[config.mk]
export PLATFORM = sky130hd
export DESIGN_NAME = opnd_restore
export DESIGN_NICKNAME = d
export VERILOG_FILES = /design/src/rtl/opnd_restore_pkg.sv /design/src/rtl/opnd_chunk_sel.sv /design/src/rtl/opnd_inv_net.sv /design/src/rtl/opnd_restore.sv
export SDC_FILE = /design/constraint.sdc
export NUM_CORES = 1
export LEC_CHECK = 0
export ABC_CLOCK_PERIOD_IN_PS = 1300
export BUFFER_PORTS_ARGS = -buffer_cell sky130_fd_sc_hd__buf_2
export CAP_MARGIN = 20
export CORE_UTILIZATION = 30
export CTS_CLUSTER_SIZE = 30
export DETAILED_ROUTE_END_ITERATION = 8
export PLACE_DENSITY = 0.58
export SETUP_SLACK_MARGIN = 0.3
export SLEW_MARGIN = 5
export SYNTH_ARGS = -nofsm -noshare
export SYNTH_HDL_FRONTEND = slang
export SYNTH_SLANG_ARGS = --single-unit
[constraint.sdc]
create_clock -name clk -period 1.3 [get_ports clk]
set_input_delay 0.26 -clock clk [delete_from_list [all_inputs] [get_ports clk]]
set_output_delay 0.26 -clock clk [all_outputs]
set_load 0.05 [all_outputs]
[src/rtl/opnd_restore_pkg.sv]
package opnd_restore_pkg;
   localparam int OPND_W = 26;
   localparam int IDX_W  = 5;

   typedef logic [IDX_W-1:0]        idx_t;
   typedef idx_t [OPND_W-1:0]       map_t;

   // Forward table for chunk k: scrambled bit i carries native bit map[i].
   // A seeded xorshift drives a Fisher-Yates shuffle of the positions.
   function automatic map_t fwd_map(input int unsigned k, input int unsigned seed);
      map_t        m;
      idx_t        tmp;
      int unsigned s;
      int unsigned j;
      for (int i = 0; i < OPND_W; i++) m[i] = idx_t'(i);
      s = seed ^ (k * 32'h9E37_79B9) ^ 32'h5bd1_e995;
      if (s == 0) s = 32'h1;
      for (int i = OPND_W - 1; i > 0; i--) begin
         s = s ^ (s << 13);
         s = s ^ (s >> 17);
         s = s ^ (s << 5);
         j = s % (i + 1);
         tmp  = m[i];
         m[i] = m[j];
         m[j] = tmp;
      end
      return m;
   endfunction
endpackage

[src/rtl/opnd_chunk_sel.sv]
module opnd_chunk_sel #(
   parameter int PC_W       = 32,
   parameter int CHUNK_LOG2 = 4,
   parameter int NUM_PERM   = 4,
   localparam int SEL_W     = (NUM_PERM > 1) ? $clog2(NUM_PERM) : 1
) (
   input  logic [PC_W-1:0]  pc,
   output logic [SEL_W-1:0] chunk
);
   localparam int LSB = 2 + CHUNK_LOG2;

   generate
      if (NUM_PERM == 1) begin : g_single
         logic unused_pc;
         assign unused_pc = ^pc;
         assign chunk     = '0;
      end else begin : g_multi
         logic [LSB-1:0]          unused_lo;
         logic [PC_W-LSB-SEL_W:0] unused_hi;
         assign unused_lo = pc[LSB-1:0];
         assign unused_hi = {1'b0, pc[PC_W-1:LSB+SEL_W]};
         assign chunk     = pc[LSB +: SEL_W];
      end
   endgenerate
endmodule

[src/rtl/opnd_inv_net.sv]
module opnd_inv_net
   import opnd_restore_pkg::*;
#(
   parameter int unsigned IDX  = 0,
   parameter int unsigned SEED = 32'h1234_5678
) (
   input  logic [OPND_W-1:0] scr_in,
   output logic [OPND_W-1:0] nat_out
);
   localparam map_t MAP = fwd_map(IDX, SEED);

   always_comb begin
      nat_out = '0;
      for (int i = 0; i < OPND_W; i++) nat_out[MAP[i]] = scr_in[i];
   end

   // the generated table must hit every position exactly once
   initial begin
      logic [OPND_W-1:0] hit;
      hit = '0;
      for (int i = 0; i < OPND_W; i++) hit[MAP[i]] = 1'b1;
      AST_MAP_BIJECTIVE: assert (&hit) else $error("table %0d not a permutation", IDX);
   end
endmodule

[src/rtl/opnd_restore.sv]
module opnd_restore
   import opnd_restore_pkg::*;
#(
   parameter int          PC_W       = 32,
   parameter int          CHUNK_LOG2 = 4,
   parameter int          NUM_PERM   = 4,
   parameter int unsigned PERM_SEED  = 32'hC0DE_5EED
) (
   input  logic              clk,
   input  logic              rst_n,
   input  logic [PC_W-1:0]   pc,
   input  logic [OPND_W-1:0] opnd_in,
   input  logic              pass_thru,
   output logic [OPND_W-1:0] opnd_out
);
   localparam int SEL_W = (NUM_PERM > 1) ? $clog2(NUM_PERM) : 1;

   // elaboration checks
   generate
      if (!(NUM_PERM == 1 || NUM_PERM == 2 || NUM_PERM == 4 || NUM_PERM == 8)) begin : g_bad_num
         $error("NUM_PERM must be 1, 2, 4 or 8");
      end
      if (PC_W < 2 + CHUNK_LOG2 + SEL_W) begin : g_bad_pcw
         $error("PC_W too narrow for chunk field");
      end
      if (CHUNK_LOG2 < 0) begin : g_bad_chunk
         $error("CHUNK_LOG2 must be non-negative");
      end
   endgenerate

   logic [SEL_W-1:0]  chunk;
   logic [OPND_W-1:0] nat [NUM_PERM];
   logic [OPND_W-1:0] picked;
   logic [OPND_W-1:0] opnd_q;
   logic              primed_q;

   opnd_chunk_sel #(
      .PC_W       (PC_W),
      .CHUNK_LOG2 (CHUNK_LOG2),
      .NUM_PERM   (NUM_PERM)
   ) u_sel (
      .pc    (pc),
      .chunk (chunk)
   );

   generate
      for (genvar g = 0; g < NUM_PERM; g++) begin : g_net
         opnd_inv_net #(
            .IDX  (g),
            .SEED (PERM_SEED)
         ) u_net (
            .scr_in  (opnd_in),
            .nat_out (nat[g])
         );
      end
   endgenerate

   always_comb begin
      picked = nat[0];
      for (int k = 1; k < NUM_PERM; k++)
         if (chunk == SEL_W'(k)) picked = nat[k];
   end

   always_ff @(posedge clk) begin
      if (!rst_n) begin
         opnd_q   <= '0;
         primed_q <= 1'b0;
      end else begin
         opnd_q   <= pass_thru ? opnd_in : picked;
         primed_q <= 1'b1;
      end
   end

   assign opnd_out = opnd_q;

   AST_BYPASS_EXACT: assert property (@(posedge clk) disable iff (!rst_n)
      (primed_q && $past(pass_thru)) |-> (opnd_out == $past(opnd_in)));
   AST_ONES_KEPT: assert property (@(posedge clk) disable iff (!rst_n)
      primed_q |-> ($countones(opnd_out) == $countones($past(opnd_in))));
   AST_ZERO_KEPT: assert property (@(posedge clk) disable iff (!rst_n)
      (primed_q && ($past(opnd_in) == '0)) |-> (opnd_out == '0));
   AST_RESET_EMPTY: assert property (@(posedge clk) disable iff (!rst_n)
      !primed_q |-> (opnd_out == '0));
endmodule

### After elaboration in Yosys (flattened, before gate mapping)

Index checks and enable logic that the tools add are counted.

| storage, ports and cells | value |
|---|---|
| register bits after elaboration | 26 |
| input port bits | 61 |
| output and inout bits | 26 |
| word-level logic and storage cells | 8 |

| operators by class | value |
|---|---|
| equal/unequal tests | 3 |
| muxes and demuxes | 4 |

Operators with widths:

| kind | number |
|---|---|
| two-way mux 26 bit | 4 |
| equality test 2 bit (second input constant) | 2 |
| equality test 2 x 1 -> 1 bit (second input constant) | 1 |

### Longest topological paths before layout

| depth | value |
|---|---|
| depth in word-level cells | 5 |
| mapped depth | 6 |
| depth with buffers taken out | 3 |

### Hierarchy

A second synthesis with hierarchy kept.

| unflattened totals | value |
|---|---|
| cells, all modules | 283 |
| area, all modules | 2,384.8 µm² |

By module, submodules not included:

| module | instances | cells each | area an instance (µm²) | seq. area each (µm²) |
|---|---|---|---|---|
| opnd_restore | 1 | 177 | 1,589.0 | 520.5 |
| opnd_inv_net | 4 | 26 | 195.2 | 0.0 |
| opnd_chunk_sel | 1 | 2 | 15.0 | 0.0 |

### Least setup slack after synthesis

Ideal clock, no wire load.

| timing | value |
|---|---|
| kind | input to register |
| start point | input pc[7] |
| end point | register opnd_q[4], in the netlist opnd_out[4] |
| setup time | 0.122 ns |
| data arrival time | 1.005 ns |
| data required time | 1.178 ns |
| setup slack | 0.173 ns |
| stages | 5 |
| path buffers | 2 |
| cell sequence | buf_4 -> buf_6 -> mux2_1 -> o221ai_1 -> a21oi_1 |

| on the way | value |
|---|---|
| word-level cells in the longest chain between the ends | 5 |
| elaborated cells between the ends (all ways) | 7 |
| those cells by class | 3 x eq/ne; 4 x mux |

RTL lines:

| element | line | text |
|---|---|---|
| start, declared | opnd_restore.sv:11 | `input logic [PC_W-1:0] pc,` |
| equality test 2 x 1 -> 1 bit | opnd_restore.sv:61 | `if (chunk == SEL_W'(k)) picked = nat[k];` |
| two-way mux 26 bit (2 in a row) | opnd_restore.sv:61 |  |
| two-way mux 26 bit * | opnd_restore.sv:61 |  |
| two-way mux 26 bit * | opnd_restore.sv:69 | `opnd_q <= pass_thru ? opnd_in : picked;` |
| end signal, assigned | opnd_restore.sv:69 |  |
| end, declared | opnd_restore.sv:34 | `logic [OPND_W-1:0] opnd_q;` |

Every way passes the cells marked *; elsewhere a longest branch is shown, timed or not.
A chain may end at the register's enable or synchronous reset.

### Final worst setup path

| timing | value |
|---|---|
| start point | register opnd_q[2], in the netlist opnd_out[2] |
| end point | output opnd_out[2] |

RTL lines:

| element | line | text |
|---|---|---|
| end, declared | opnd_restore.sv:14 | `output logic [OPND_W-1:0] opnd_out` |

No word-level cell between the ends.

==> results.env <==
TIMING.SETUP.CRITICAL_PATH_CLASS='reg2out'
SYNTH.CELL_AREA_SQ_UM=1550
LAYOUT_COMMON_CELLS='29 x buf_2, 28 x a21oi_1, 26 x dfxtp_2'
WORST_SLEW_PIN_SLEW_NS=0.262
FINAL.SETUP.TNS_NS=0
CRITICAL_PATH_REQUIRED_NS=1.04
CHIP_HEIGHT_UM=73.9
POSTSYNTHAREAPERCELL_SQ_UM=9.12
WORST_PATH_MAXIMUM_FANOUT=1
CRIT_BUF_INV=1
PLACEMENT.CELL_AREA_SQ_UM=1970
DPL.HPWL_UM=3470
MAX_CAPACITANCE_VIOLATION_TOTAL=0
SYNTH-COMPOUND-AREA-SHARE=0.311
SETUP.WORST_PATH.START_CLASS='register'
CLOCK_POWER_SHARE=0.277
DRTANTENNAVIOLNETS=0
NETS=294
ACHIEVABLE-FREQUENCY_MHz=975
FP-ROW-COUNT=25
COMBINED_AREA_OF_THE_MULTI_INPUT_LOGIC_CELLS_SQ_UM=970
TIMING.CRITICAL_PATH.CELLS='buf_8'
FINISH.UTILIZATION=0.493
CTS_ROOT_BUFFER='clkbuf_8'
INTERNAL_mW=1.65
P_SW_FRAC=0.331
CRIT_PATH_TOP_DELAY_CELL='dfxtp_2'
PLACE.DETAILED.INSTANCES=291
CTS_STAGE_HOLD_BUFFER_COUNT=0
FIN_TOTAL_PWR_mW=2.47
HOLD-WORST-SLACK_NS=0.249
FINALWORSTPATHREQUIREDPERIOD_NS=1.03
P_SEQ_FRAC=0.369
FINALMAXSLEWVIOLATIONS=0
FINAL_COMMON_CELL='buf_2'
DRT_ITER0_MARKERS=168
INITIAL_UTILIZATION=0.320
CLK_BUF_DEPTH=2
AVG_VIAS_PER_CELL=5.41
DRIVE_ABOVE_1_SHARE=0.556
DRC_ERRORS=0
CLK_TRANSITION_REPORTED_PATHS_NS=0.10
DESIGN_AREA_SQ_UM=2390
POWER_DENSITY_nW_PER_UM2=1030
MAIN_COMBINATIONAL_CELL_FAMILY_BY_AREA_AFTER_SYNTHESIS='compound AO/OA/AOI/OAI gates'
WORST_SLEW_MARGIN_RELATIVE_TO_ITS_LIMIT=0.822
REGAREA_SQ_UM=553
H-TREE-DEPTH=1
YOSYS.AREA_SHARE.ADDER=0
CPLARGESTDELAYFAMILY='flip-flops'
YS_FF_LATCH=26
TRITONCTS='built'
GRT_START_MAX_NET_PINS=39
PEAKVDDDROP_mV=0.399
ROUTED-VIA-COUNT=1618
GRT_FIRST_PASS_WIRELENGTH_UM=7490
SWITCHINGPOWER_uW=817
PRE_CTS_SLACK_NS=-0.0623
GRT_SETUP_UNREPAIRED='true'
ANTENNADIODECOUNT=0
MULTIPLEXER_SHARE_OF_THE_SYNTHESIZED_AREA=0.0783
ANTENNA_FOUND_INITIAL=0
LAYOUT_SETUP_WS_NS=0.274
LAYOUT.CELLS.NON_FILLER=299
PLACE.GP.CONGESTION=0.826
POST_SYNTH_NUM_CELL_TYPES=32
FINALCRITPERIODSHARE=0.789
MAPPEDNETLISTNETS=231
YS.WARNINGS.COUNT=0
CTS.SINK_COUNT=26
PLACE.PORT_BUFFERS=56
YOSYS.AREA_SHARE.XOR_XNOR=0
CTS_INSERTED_BUFFERS=3
DRT_PASS1_ITERATIONS=4
FILLER_CELL_COUNT=457
RESULT_OF_THE_RUN='completed'
DESIGN.CORE.AREA_SQ_UM=4850
ROUTED_WIRE_LENGTH_PER_INSTANCE_UM=16.6
HP-CLASS='in2reg'
SYNTH_SEQUENTIAL_AREA_RATIO=0.336
CRITPATHARRIVALTIME_NS=0.77
AREAGROWTHSYNTHTOFINISH_PCT=54.3
STATIC-LEAKAGE-POWER_nW=0.989
DIE_W_UM=73.9
NUMBER_OF_FLIP_FLOPS_IN_THE_LARGEST_REGISTER=26
DIE_AREA_SQ_UM=5460
TIMING.FINAL.SETUP_VIOLATIONS=0
TIMING.CRITICAL_PATH.TO_TYPE='primary output'
CP_SLOWEST_STAGE_DELAY_NS=0.35
SYNTHCELLS=170
GRT_USAGE=0.185
BOUNDARYPINS=87
POWER_FRAC_COMB=0.354
DRT-TOTAL-WL_UM=4970
SHARE_OF_SYNTHESIZED_CELL_AREA_IN_AND_OR_NAND_AND_NOR_GATES=0.194
NUMBER_OF_GLOBAL_ROUTE_VIAS_BEFORE_REPAIR=1433
FINAL-HOLD-VIOLATION-COUNT=0
OVERFLOW=0
==> cell usage after synthesis <==
library cell	count	area, sq um
a21oi_1	29	145
dfxtp_1	26	521
nand3_1	19	95.1
nor2b_1	16	100
mux2i_1	11	110
o221ai_2	10	150
o221ai_1	9	78.8
buf_2	5	25.0
buf_4	5	37.5
nand2b_1	5	31.3
buf_6	4	45.0
clkbuf_1	3	11.3
o21ai_0	3	15.0
a211oi_1	2	15.0
a31o_1	2	17.5
inv_1	2	7.51
nand2_1	2	7.51
o22ai_1	2	12.5
o31ai_1	2	15.0
a21boi_0	1	7.51
a311oi_1	1	8.76
a31oi_1	1	6.26
mux2_1	1	11.3
nand3b_4	1	20.0
nor2_1	1	3.75
nor3_1	1	5.00
nor3b_1	1	7.51
nor4b_1	1	8.76
o211a_1	1	10.0
or2_1	1	6.26
or2_2	1	6.26
or3b_1	1	8.76
==> routing by layer <==
layer,GRT usage,vias to the layer above,share of wire
li1,-,771,-
met1,0.265,773,0.44
met2,0.292,72,0.48
met3,0.0247,2,0.074
met4,0.0449,0,0.0066
met5,0,-,0
==> worst paths after layout <==
check        start           end  slack (ns)  depth (start not counted)
max    opnd_out[2]   opnd_out[2]        0.27                          1
min    opnd_in[18]  opnd_out[18]        0.25                          2
==> logic make-up (layout without fill, tap and decap cells) <==
group / after synthesis / after routing
buffers and inverters: 19 / 80
multiplexers: 12 / 12
flip-flops: 26 / 26
AND/OR/NAND/NOR: 50 / 51
AO/OA/AOI/OAI: 63 / 63
==> power by group through the flow <==
stage	clock network (mW)	logic, mW	registers, mW
after floorplan	0	0.286	1.13
after global placement	0	0.726	0.892
after detailed placement	0	0.728	0.893
after CTS	0.694	0.814	0.904
after global routing	0.741	0.926	0.917
final	0.683	0.874	0.911
==> repair_timing <==
| item | CTS | global route |
|---|---|---|
| endpoints found under the hold margin | 0 | 0 |
| buffers inserted | 0 | 2 |
| gates cloned | 0 | 2 |
| pin swaps | 0 | 1 |
| setup endpoints to repair | 31 | 42 |
| gates resized for setup | 82 | 22 |
==> layout make-up <==
type                       count  share of cell area
timing repair buffer          74               0.296
multi-input combinational    126               0.405
sequential                    26               0.231
inverter                       2             0.00314
clock inverter                 1              0.0126
clock buffer                   3              0.0173
tap                           67              0.0350
No activity file was read; power rests on OpenSTA's default activity.
